[config.mk]
export PLATFORM = sky130hd
export DESIGN_NAME = bus_cmd_gen
export DESIGN_NICKNAME = d
export VERILOG_FILES = /design/src/rtl/bcg_pkg.sv /design/src/rtl/bcg_stat_watch.sv /design/src/rtl/bcg_sequencer.sv /design/src/rtl/bcg_strobe_gen.sv /design/src/rtl/bus_cmd_gen.sv
export SDC_FILE = /design/constraint.sdc
export NUM_CORES = 1
export LEC_CHECK = 0
export ABC_AREA = 1
export BUFFER_PORTS_ARGS = -buffer_cell sky130_fd_sc_hd__buf_2
export CAP_MARGIN = 20
export CORE_AREA = 2 2 39 41
export DETAILED_ROUTE_END_ITERATION = 8
export DIE_AREA = 0 0 41 43
export PLACE_DENSITY = 0.54
export SYNTH_ARGS = -nofsm -noshare
export SYNTH_HDL_FRONTEND = slang
export SYNTH_HIERARCHICAL = 1
export SYNTH_SLANG_ARGS = --single-unit
[constraint.sdc]
create_clock -name clk -period 2.3 [get_ports clk]
set_clock_uncertainty 0.05 [all_clocks]
set_input_delay 0.46 -clock clk [delete_from_list [all_inputs] [get_ports clk]]
set_output_delay 0.46 -clock clk [all_outputs]
set_load 0.005 [all_outputs]
[src/rtl/bcg_pkg.sv]
package bcg_pkg;

   typedef enum logic [2:0] {
      CK_INTA = 3'b000,
      CK_IORD = 3'b001,
      CK_IOWR = 3'b010,
      CK_HALT = 3'b011,
      CK_CODE = 3'b100,
      CK_MRD  = 3'b101,
      CK_MWR  = 3'b110,
      CK_PASV = 3'b111
   } cyc_kind_e;

   typedef enum logic [1:0] {
      PH_IDLE = 2'd0,
      PH_ADDR = 2'd1,
      PH_CMD  = 2'd2
   } cyc_phase_e;

   function automatic logic kind_is_write(cyc_kind_e k);
      return (k == CK_MWR) || (k == CK_IOWR);
   endfunction

   function automatic logic kind_is_mem_rd(cyc_kind_e k);
      return (k == CK_MRD) || (k == CK_CODE);
   endfunction

endpackage

[src/rtl/bcg_stat_watch.sv]
module bcg_stat_watch
   import bcg_pkg::*;
#(
   parameter int STAT_W = 3
) (
   input  logic              clk,
   input  logic              rst_n,
   input  logic [STAT_W-1:0] stat_n,
   output logic              start,
   output logic              pasv_now
);

   localparam logic [STAT_W-1:0] PASV_CODE = {STAT_W{1'b1}};

   logic [STAT_W-1:0] st_q;

   always_ff @(posedge clk or negedge rst_n) begin
      if (!rst_n) st_q <= PASV_CODE;
      else        st_q <= stat_n;
   end

   always_comb begin
      pasv_now = (stat_n == PASV_CODE);
      start    = (st_q == PASV_CODE) && !pasv_now &&
                 (cyc_kind_e'(stat_n) != CK_HALT);
   end

   // a halt code never counts as the start of a transfer
   a_r4_halt_no_start: assert property (@(posedge clk) disable iff (!rst_n)
      (cyc_kind_e'(stat_n) == CK_HALT) |-> !start);

endmodule

[src/rtl/bcg_sequencer.sv]
module bcg_sequencer
   import bcg_pkg::*;
#(
   parameter int STAT_W = 3
) (
   input  logic              clk,
   input  logic              rst_n,
   input  logic [STAT_W-1:0] stat_n,
   input  logic              start,
   input  logic              pasv_now,
   output cyc_phase_e        phase,
   output cyc_kind_e         kind
);

   always_ff @(posedge clk or negedge rst_n) begin
      if (!rst_n) begin
         phase <= PH_IDLE;
         kind  <= CK_PASV;
      end else begin
         unique case (phase)
            PH_IDLE: if (start) begin
               phase <= PH_ADDR;
               kind  <= cyc_kind_e'(stat_n);
            end
            PH_ADDR: phase <= pasv_now ? PH_IDLE : PH_CMD;
            PH_CMD:  if (pasv_now) phase <= PH_IDLE;
            default: phase <= PH_IDLE;
         endcase
      end
   end

   // passive status during a transfer closes it on the next edge
   a_r8_close_on_pasv: assert property (@(posedge clk) disable iff (!rst_n)
      (pasv_now && phase != PH_IDLE) |=> (phase == PH_IDLE));

   // the latched type holds while a transfer is open
   a_r11_kind_held: assert property (@(posedge clk) disable iff (!rst_n)
      (phase != PH_IDLE && !pasv_now) |=> $stable(kind));

   // the address phase lasts a single clock
   a_r3_addr_one_clk: assert property (@(posedge clk) disable iff (!rst_n)
      (phase == PH_ADDR) |=> (phase != PH_ADDR));

endmodule

[src/rtl/bcg_strobe_gen.sv]
module bcg_strobe_gen
   import bcg_pkg::*;
#(
   parameter bit ADV_EARLY = 1'b1
) (
   input  logic       clk,
   input  logic       rst_n,
   input  cyc_phase_e phase,
   input  cyc_kind_e  kind,
   input  logic       cmd_en,
   output logic       ale,
   output logic       mem_rd_n,
   output logic       mem_wr_n,
   output logic       io_rd_n,
   output logic       io_wr_n,
   output logic       adv_mem_wr_n,
   output logic       adv_io_wr_n,
   output logic       inta_n,
   output logic       dt_tx,
   output logic       den
);

   logic in_cyc, in_cmd;
   logic mrd, mwr, iord, iowr, inta, amwr, aiowr;

   always_comb begin
      in_cyc = (phase != PH_IDLE);
      in_cmd = (phase == PH_CMD);
      mrd    = in_cmd && kind_is_mem_rd(kind);
      mwr    = in_cmd && (kind == CK_MWR);
      iord   = in_cmd && (kind == CK_IORD);
      iowr   = in_cmd && (kind == CK_IOWR);
      inta   = in_cmd && (kind == CK_INTA);
   end

   generate
      if (ADV_EARLY) begin : g_adv_early
         assign amwr  = in_cyc && (kind == CK_MWR);
         assign aiowr = in_cyc && (kind == CK_IOWR);
      end else begin : g_adv_normal
         assign amwr  = mwr;
         assign aiowr = iowr;
      end
   endgenerate

   always_comb begin
      ale          = (phase == PH_ADDR);
      dt_tx        = in_cyc && kind_is_write(kind);
      den          = in_cmd;
      mem_rd_n     = !(cmd_en && mrd);
      mem_wr_n     = !(cmd_en && mwr);
      io_rd_n      = !(cmd_en && iord);
      io_wr_n      = !(cmd_en && iowr);
      adv_mem_wr_n = !(cmd_en && amwr);
      adv_io_wr_n  = !(cmd_en && aiowr);
      inta_n       = !(cmd_en && inta);
   end

   // never two of the four main commands at once
   a_r7_single_cmd: assert property (@(posedge clk) disable iff (!rst_n)
      $countones({~mem_rd_n, ~mem_wr_n, ~io_rd_n, ~io_wr_n}) <= 1);

   // a low enable leaves every command strobe idle
   a_r10_masked: assert property (@(posedge clk) disable iff (!rst_n)
      !cmd_en |-> (&{mem_rd_n, mem_wr_n, io_rd_n, io_wr_n,
                     adv_mem_wr_n, adv_io_wr_n, inta_n}));

   // data enable is only given in the command phase
   a_r9_den_after_ale: assert property (@(posedge clk) disable iff (!rst_n)
      ale |-> !den);

endmodule

[src/rtl/bus_cmd_gen.sv]
module bus_cmd_gen
   import bcg_pkg::*;
#(
   parameter int STAT_W    = 3,
   parameter bit ADV_EARLY = 1'b1
) (
   input  logic              clk,
   input  logic              rst_n,
   input  logic [STAT_W-1:0] stat_n,
   input  logic              cmd_en,
   output logic              ale,
   output logic              mem_rd_n,
   output logic              mem_wr_n,
   output logic              io_rd_n,
   output logic              io_wr_n,
   output logic              adv_mem_wr_n,
   output logic              adv_io_wr_n,
   output logic              inta_n,
   output logic              dt_tx,
   output logic              den
);

   generate
      if (STAT_W != 3) begin : g_bad_width
         $error("bus_cmd_gen: STAT_W must be 3");
      end
   endgenerate

   logic       start, pasv_now;
   cyc_phase_e phase;
   cyc_kind_e  kind;

   bcg_stat_watch #(.STAT_W(STAT_W)) u_watch (
      .clk      (clk),
      .rst_n    (rst_n),
      .stat_n   (stat_n),
      .start    (start),
      .pasv_now (pasv_now)
   );

   bcg_sequencer #(.STAT_W(STAT_W)) u_seq (
      .clk      (clk),
      .rst_n    (rst_n),
      .stat_n   (stat_n),
      .start    (start),
      .pasv_now (pasv_now),
      .phase    (phase),
      .kind     (kind)
   );

   bcg_strobe_gen #(.ADV_EARLY(ADV_EARLY)) u_strobe (
      .clk          (clk),
      .rst_n        (rst_n),
      .phase        (phase),
      .kind         (kind),
      .cmd_en       (cmd_en),
      .ale          (ale),
      .mem_rd_n     (mem_rd_n),
      .mem_wr_n     (mem_wr_n),
      .io_rd_n      (io_rd_n),
      .io_wr_n      (io_wr_n),
      .adv_mem_wr_n (adv_mem_wr_n),
      .adv_io_wr_n  (adv_io_wr_n),
      .inta_n       (inta_n),
      .dt_tx        (dt_tx),
      .den          (den)
   );

   // the latch pulse is one clock wide
   a_r3_ale_pulse: assert property (@(posedge clk) disable iff (!rst_n)
      ale |=> !ale);

   // an enabled read after the address phase drives the read strobe
   a_r5_read_follows: assert property (@(posedge clk) disable iff (!rst_n)
      (ale && !dt_tx && cmd_en && !pasv_now && kind_is_mem_rd(kind)) |=>
      (!cmd_en || !mem_rd_n));

endmodule

==> results.md, run 1 <==
- Register area share after synthesis: 52.4%
- Drt first-iter violations: 2
- Power Dens Cells: between 800 and 900 mW/mm²
- Synth Net Count: about 60
- Die height: 43 µm
- Post-Layout Inst Area: 528 µm²
- Mapped Cells: 53
- Hold Path Class: in2reg
- Worst-margin pin slew: about 0.25 ns
- Worst EP required: 1.79 ns
- Largest net degree at the start of global routing: 9
- Hold Vio Cnt, Final: 0
- Remaining DRCs: 0
- Comb power frac: 25.4%
- Worst Path Arrival: 1.17 ns
- Die Width: 41 µm
- Final HPWL DP: between 600 and 700 µm
- Setup TNS: 0 ns
- RSZ-0062 raised after global routing: false
- CP Max Fanout: 3
- Vias: 377
- Tcrit/Tclk final: 73.2%
- Initial antenna violation count: 0
- Vias in the first global route: between 300 and 400
- Worst setup EP type: output pin
- Starting density of the core: 28.7%
- Reg-to-Reg Start: u_watch/st_q[2]
- Placer Congestion: 0.656
- Worst-path cell chain: nand2_2 -> nor2_1 -> nand2_1 -> buf_2
- Wire per inst: 8.48 µm
- Status: finished, final reports clean
- Yosys warnings: 6
- Drt first pass iters: 2
- Crit path kind: reg2out
- Final Routed Wirelength: 755 µm
- #FFs+latches synth: 8
- Bufs on Longest Clock Path: 2
- Crit start category: register
- Gr ovfl total: 0
- Antenna diodes: 0
- Max_cap viols: 0
- Via density per instance: 4.24
- Synth-to-layout area growth: 33.1%
- Cell taking the most area after synthesis: dfstp_2
- Final #Nets: 80
- Layout cells sized above 1: between 40% and 50%
- Post_cts resized: 0
- Fmax: 0.594 GHz
- ANT nets after route: 0
- Pint: 292 µW
- Synth top area cells: dfstp_2 40%, dfrtp_1 13%, nand2_1 12%
- Critical path launch point: u_seq/kind[1]
- Avg Inst Size Synth: 7.48 µm²
- Relative slew slack: 83.0%
- # clock sinks: 8
- CTS buffer count: 3
- Layout Cells excl Fill: 89
- Min Clock Period, post-route: about 1.7 ns
- Placed cell count: 84
- Cell Rows: 14
- Bufs and invs on worst path: 1
- Buffers on Ports: 15
- Max stage delay on crit path: 0.55 ns
- Worst skew pair latency: 0.25 ns
- Share of the synthesized area in the top cell type: 39.7%
- Final Core Density: around two fifths
- Min Hold Slack: between 0.2 and 0.3 ns
- Core Region: between 0.001 and 0.0015 mm²
- Total Routing Usage GR: 9.78%
- Clk root buf: clkbuf_4
- Hold wc startpoint: stat_n[2]
- Max-slew violations: 0
- H-tree lvl count: 1
- Worst-path clk slew: 0.06 ns
- First-pass GRT wire length: 1160 µm
- Critical path's slowest cell: dfstp_2
- # setup viols final: 0
- CTS tree: done
- Leak pwr: 0.000278 µW
- Clock power frac: 26.4%
- Placed cell areas: between 400 and 500 µm²
- Worst vdd ir: ~0.28 mV
- Die area: 0.00176 mm²
- Num ports: 16
- Postcts setup bufs: 0
- Critical path's top delay family: flip-flops
- Sw frac: 32.6%
- Yosys cell types: 10
- Net Sw Power: 142 µW
- Netlist Area Pre-Place: 397 µm²
- Seq pwr share: about half
## per-layer routing
| layer | vias up | part of all wire (%) | global-route usage (%) |
|---|---|---|---|
| met5 | - | 0 | 0 |
| met4 | 0 | 0 | 6.00 |
| met3 | 0 | 8.6 | 1.57 |
| met2 | 16 | 48 | 16.3 |
| met1 | 163 | 44 | 10.8 |
| li1 | 198 | - | - |
## sequential cells by signal, indices dropped and copies added, names as in the netlist
| signal | flops |
|---|---|
| u_seq/kind | 3 |
| u_seq/phase | 2 |
| u_watch/st_q | 3 |
## worst paths after layout
path / endpoint / slack, ns / depth (start not counted)
min in group asynchronous: u_seq/phase[1] / 0.51 / 2
max in group asynchronous: u_seq/kind[1] / 1.44 / 2
worst min-delay path: u_watch/st_q[2] / 0.27 / 1
worst max-delay path: io_wr_n / 0.62 / 4
worst min register to register: u_seq/kind[0] / 0.43 / 2
worst max register to register: u_seq/kind[1] / 1.14 / 5
## synth_stat cells (all sizes together)
| master | n |
|---|---|
| dfrtp | 2 |
| dfstp | 6 |
| inv | 9 |
| nand2 | 15 |
| nand3 | 7 |
| nor2 | 13 |
| nor3 | 1 |
## worst reg2reg max path: cells and delay by family (launching register included)
| kind | cells | cell delay (ns) |
|---|---|---|
| simple gates | 5 | 0.52 |
| flops | 1 | 0.51 |
## placed cells by master, fill, tap and decap left out
cell | synthesis | layout
buf_2 | 0 | 15
clkbuf_1 | 0 | 1
clkbuf_4 | 0 | 3
dfrtp_1 | 2 | 2
dfstp_2 | 6 | 6
dlygate4sd3_1 | 0 | 1
inv_1 | 7 | 7
inv_2 | 2 | 2
nand2_1 | 13 | 13
nand2_2 | 2 | 2
nand3_1 | 7 | 7
nor2_1 | 11 | 11
nor2_2 | 2 | 2
nor3_1 | 1 | 1
## stage by stage
stage	power [µW]	worst slack, ns
final	434	0.615
after global routing	470	0.546
after CTS	444	0.596
after detailed placement	322	0.835
after global placement	321	0.847
after floorplan	283	1.02
## final cells by class
class | instances | area, µm²
Fill cell | 148 | 856
Sequential cell | 8 | 208
Multi-Input combinational cell | 36 | 155
Timing Repair Buffer | 16 | 85.1
Inverter | 9 | 33.8
Clock buffer | 4 | 26.3
Tap cell | 16 | 20.0
## cell families after synthesis
family / share of synthesized area, %
buf+inv: 8.52
flops: 52.4
simple gates: 39.1
## timing repair
action | 4_1_cts | 5_1_grt
endpoints found under the setup margin | 0 | 0
hold buffers | 1 | 0
hold endpoints to repair | 2 | 0
## power by group through the flow
stage / logic, µW / registers [µW] / clock network, µW
after floorplan: 77.7 / 206 / 0
after global placement: 110 / 211 / 0
after detailed placement: 110 / 212 / 0
after CTS: 112 / 210 / 121
after global routing: 127 / 216 / 127
final: 110 / 210 / 114
Power figures use the tool's default switching activity.
==> inputs of run 2 (changes only) <==
Settings changed: PLACE_DENSITY 0.54 to 0.56.
Clock period 2.3 ns to 1.5 ns, I/O delays scaled along.
==> run 2 against run 1 <==
The run now ends with negative setup slack left. Critical path depth unchanged. First-iteration DRC count decreased by 50%. Clock-buffer cell count unchanged. Core utilization increased by 2.4 points. Sequential power increased by 54%. Final cell count increased by 2.2%. Global-route usage decreased by 0.30 points. Sequential cell count unchanged. Non-clock buffer count increased by 2. Largest cell class unchanged. Largest power group unchanged.
==> results.md, run 2 (same netlist as run 1, synthesis figures left out) <==
- Wire per inst: 8.43 µm
- Flop-to-flop setup slack: 0.35 ns
- Drt first-iter violations: 1
- Most common cell after layout, fill and taps aside: buf_2
- Die area: between 0.0015 and 0.002 mm²
- Final #Nets: 82
- Fillcell total: 149
- Power Dens Cells: 1270 mW/mm²
- Placer Congestion: 0.652
- Placed cell count: 84
- Worst-path clk slew: around 0.060 ns
- Seq pwr share: between 40% and 50%
- Num ports: 16
- Gr ovfl total: 0
- Vias: 381
- CP Max Fanout: 3
- Buffers on Ports: 15
- Leading cell types in the layout, fill and taps excluded: 15 x buf_2, 12 x nand2_1, 9 x nor2_1
- Worst Path Arrival: 1.16 ns
- Pre-CTS WS: ~0.26 ns
- CTS buffer count: 3
- Cell Rows: 14
- Min Hold Slack: 0.109 ns
- Max_cap viols: 0
- Pint: 468 µW
- Worst setup EP type: output pin
- Remaining DRCs: 0
- Layout cells sized above 1: 48.0%
- Fin worst setup slack: -0.0135 ns
- Leak pwr: 0.000291 µW
- Hold endpoint: u_watch/st_q[2]
- Largest net degree at the start of global routing: 9
- Antenna diodes: 0
- Reg2reg end: u_seq/kind[0]
- Layout Cells excl Fill: 91
- Die height: 43 µm
- Reg-to-Reg Start: u_watch/st_q[2]
- Final Core Density: 40.5%
- FF/Latch Area: a little over 200 µm²
- Worst vdd ir: 0.447 mV
- Hold Path Class: in2reg
- Hold wc startpoint: stat_n[2]
- H-tree lvl count: 1
- Vias in the first global route: 305
- Worst skew pair latency: 0.26 ns
- First-pass GRT wire length: roughly 1100 µm
- Top Registers: u_seq/kind: 3 flops, u_watch/st_q: 3 flops, u_seq/phase: 2 flops
- Worst-margin pin slew: approximately 0.26 ns
- Relative slew slack: 82.7%
- Net Sw Power: 245 µW
- Initial antenna violation count: 0
- Area of the multi-input gates: 173 µm²
- Final Routed Wirelength: 767 µm
- Final HPWL DP: 541 µm
- CTS tree: done
- # setup viols final: 3
- Crit path kind: reg2out
- Max-slew violations: 0
- Min Clock Period, post-route: 1.51 ns
- Hold Vio Cnt, Final: 0
- Via density per instance: 4.19
- Synth-to-layout area growth: 41.3%
- Core Region: 0.00138 mm²
- Fmax: approximately 0.66 GHz
- Worst EP required: 1.15 ns
- Clk root buf: clkbuf_4
- Bufs on Longest Clock Path: 2
- Failing checks: negative setup slack
- Tcrit/Tclk final: 101%
- Clock power frac: ~25%
- R2R depth: 5
- Sw frac: between 30% and 40%
- Hold-critical path depth: 1
- Starting density of the core: 28.7%
- Comb power frac: 29.4%
- RSZ-0062 raised after global routing: true
- Status: finished, violations left
- ANT nets after route: 0
- Total Routing Usage GR: a little under a tenth
- Die Width: 41 µm
- Drt first pass iters: 4
- # clock sinks: 8
- Crit start category: register
[run 2: repair_timing]
item | in CTS | in global routing
endpoints found under the setup margin | 4 | 7
resized for setup | 0 | 6
hold endpoints to repair | 2 | 0
setup buffers | 0 | 2
hold buffers | 1 | 0
pin swaps | 2 | 1
[run 2: layer usage]
| metal | GRT usage [%] | up-vias | routed length (µm) |
|---|---|---|---|
| met5 | 0 | - | 0 |
| met4 | 8.00 | 0 | 20 |
| met3 | 1.57 | 2 | 69 |
| met2 | 13.4 | 17 | 357 |
| met1 | 11.8 | 158 | 319 |
| li1 | - | 204 | - |
[run 2: power groups by stage]
stage / sequential, µW / clock (µW) / combinational, µW
floorplan: 315 / 0 / 119
global placement: 322 / 0 / 169
detailed placement: 324 / 0 / 168
CTS: 321 / 185 / 170
global route: 334 / 191 / 241
finish: 324 / 180 / 210
[run 2: critical path: stages, from the launching register on]
cell and delay [ns]:
dfstp_2 0.56, nand2_4 0.07, nor2_2 0.10, nand2_1 0.05, buf_2 0.12
[run 2: cell type report]
type                            count  area share, %
Timing Repair Buffer               18           17.9
Tap cell                           16           3.57
Multi-Input combinational cell     36           30.8
Sequential cell                     8           37.1
Clock buffer                        4           4.69
Inverter                            9           6.03
[run 2: worst max-delay path by stage]
stage / end / depth (start not counted) / startpoint / slack, ns
after global routing: io_wr_n / 4 / u_seq/kind[1] / -0.07
after global placement: io_wr_n / 4 / u_seq/kind[1] / 0.24
after floorplan: io_wr_n / 3 / u_seq/kind[1] / 0.38
after CTS: mem_wr_n / 4 / u_seq/kind[1] / -0.02
final: adv_io_wr_n / 4 / u_seq/kind[1] / -0.01
after detailed placement: adv_io_wr_n / 4 / u_seq/kind[1] / 0.26
[run 2: through the flow]
| stage | total power (µW) | cell area [µm²] | setup TNS, ns |
|---|---|---|---|
| final | 713 | 561 | -0.0294 |
| after global routing | 766 | 561 | -0.341 |
| after CTS | 677 | 528 | -0.0786 |
| after detailed placement | 492 | 492 | 0 |
| after global placement | 491 | 492 | 0 |
| after floorplan | 434 | 397 | 0 |
==> inputs of run 3 (changes only) <==
Settings changed: CTS_BUF_LIST set to sky130_fd_sc_hd__clkbuf_2 sky130_fd_sc_hd__clkbuf_4 sky130_fd_sc_hd__clkbuf_8.
==> run 3 against run 2 <==
The run still ends with negative setup slack left. First-iteration DRC count rose by 100%. Combinational power barely moved. Critical path depth did not move. Clock power rose by 10%. Routed wire length fell by 0.39%. Non-clock buffer count did not move. Via count fell by 0.79%. Core utilization rose by 0.27 points. Worst setup slack barely moved. Die area did not move.
==> results.md, run 3 (same netlist as run 1, synthesis figures left out) <==
- Status: finished, violations left
- Failing checks: negative setup slack
- Vias in the first global route: 299
- Area of the multi-input gates: about 170 µm²
- RSZ-0062 raised after global routing: true
- Worst EP required: 1.15 ns
- Die area: about 0.0018 mm²
- Leak pwr: 0.000294 µW
- CTS tree: done
- Initial antenna violation count: 0
- Wire per inst: around 8.4 µm
- Min Clock Period, post-route: 1.51 ns
- Highest Signal Layer: met4
- Final Core Density: 40.8%
- Worst-path clk slew: 0.06 ns
- WL met3: a little under 70 µm
- Final Routed Wirelength: 764 µm
- Worst skew pair latency: 0.26 ns
- Relative slew slack: between 80% and 90%
- Worst setup EP type: output pin
- WL met2: 355 µm
- Crit path kind: reg2out
- Gr ovfl total: 0
- Worst vdd ir: 0.448 mV
- H-tree lvl count: 1
- Critical path's slowest cell: dfstp_2
- Remaining DRCs: 0
- Placer Congestion: ~0.65
- Met1 WL: 318 µm
- CTS buffer count: 3
- Post-Layout Inst Area: 564 µm²
- Die Width: between 40 and 50 µm
- Starting density of the core: 28.7%
- ANT nets after route: 0
- Worst-path cell chain: nand2_4 -> nor2_2 -> nand2_1 -> buf_2
- Largest net degree at the start of global routing: 9
- Hold Vio Cnt, Final: 0
- Buffers on Ports: 15
- Top Registers: u_seq/kind: 3 flops, u_watch/st_q: 3 flops, u_seq/phase: 2 flops
- Synth-to-layout area growth: 42.3%
- Max_cap viols: 0
- Placed cell count: 84
- CP Max Fanout: 3
- Core Region: 0.00138 mm²
- Vias: 378
- Most common cell after layout, fill and taps aside: buf_2
- # clock sinks: 8
- Fin worst setup slack: -0.0136 ns
- FF/Latch Area: 208 µm²
- Layout cells sized above 1: 49.3%
- Max-slew violations: 0
- Clk root buf: clkbuf_4
- Placed cell areas: a little under 500 µm²
- Worst Path Arrival: 1.16 ns
- Final #Nets: 82
- # setup viols final: 3
- Total Routing Usage GR: a little under a tenth
- Fillcell total: 148
- Max stage delay on crit path: approximately 0.56 ns
- Overall power: around 730 µW
- Num ports: 16
- Power Dens Cells: 1300 mW/mm²
- Tcrit/Tclk final: 101%
- Fmax: about 0.66 GHz
- Min Hold Slack: 0.109 ns
- Hold Path Class: in2reg
- Leading cell types in the layout, fill and taps excluded: 15 x buf_2, 12 x nand2_1, 9 x nor2_1
- Via density per instance: 4.15
- Cell Rows: 14
- Bufs on Longest Clock Path: 2
- Die height: 43 µm
- Worst-margin pin slew: 0.265 ns
- First-pass GRT wire length: 1100 µm
- Crit start category: register
- Antenna diodes: 0
- Drt first pass iters: 4
- Final HPWL DP: 541 µm
- Drt first-iter violations: 2
- Layout Cells excl Fill: 91
==> run 3: critical path, delay by kind of cell (launching register included) <==
kind                   cells  cell delay [ns]
DFF                        1             0.56
and+or+nand+nor            3             0.22
buffers and inverters      1             0.12
==> run 3: worst paths after layout <==
path	startpoint	end	slack (ns)	depth (start not counted)
worst min-delay path	stat_n[2]	u_watch/st_q[2]	0.11	1
worst max-delay path	u_seq/kind[1]	adv_io_wr_n	-0.01	4
min in group asynchronous	rst_n	u_seq/phase[1]	0.36	2
worst min register to register	u_seq/kind[0]	u_seq/kind[0]	0.43	2
max in group asynchronous	rst_n	u_seq/kind[0]	0.80	2
worst max register to register	u_watch/st_q[2]	u_seq/kind[0]	0.34	5
==> run 3: cell type report <==
type / count / share of cell area [%]
Multi-Input combinational cell: 36 / 30.6
Inverter: 9 / 5.99
Tap cell: 16 / 3.55
Timing Repair Buffer: 18 / 17.7
Sequential cell: 8 / 36.8
Clock buffer: 4 / 5.32
==> run 3: through the flow <==
step	setup TNS (ns)	setup slack, ns
final	-0.0301	-0.0136
after global routing	-0.342	-0.0746
after CTS	-0.0786	-0.0218
after detailed placement	0	0.255
after global placement	0	0.236
after floorplan	0	0.383
==> run 3: routing by layer <==
metal,global-route usage (%),vias up
met5,0,-
met3,1.57,2
met2,13.1,17
met1,11.8,156
met4,8.00,0
li1,-,203
==> run 3: where the power goes <==
part | internal (µW) | switching [µW]
Sequential | 278 | 45.5
Combinational | 88.1 | 122
Clock | 120 | 77.7
==> run 3: repair_timing <==
item,4_1_cts,5_1_grt
resized for setup,0,6
hold endpoints to repair,2,0
setup buffers,0,2
pin swaps,2,1
hold buffers,1,0
endpoints found under the setup margin,4,7
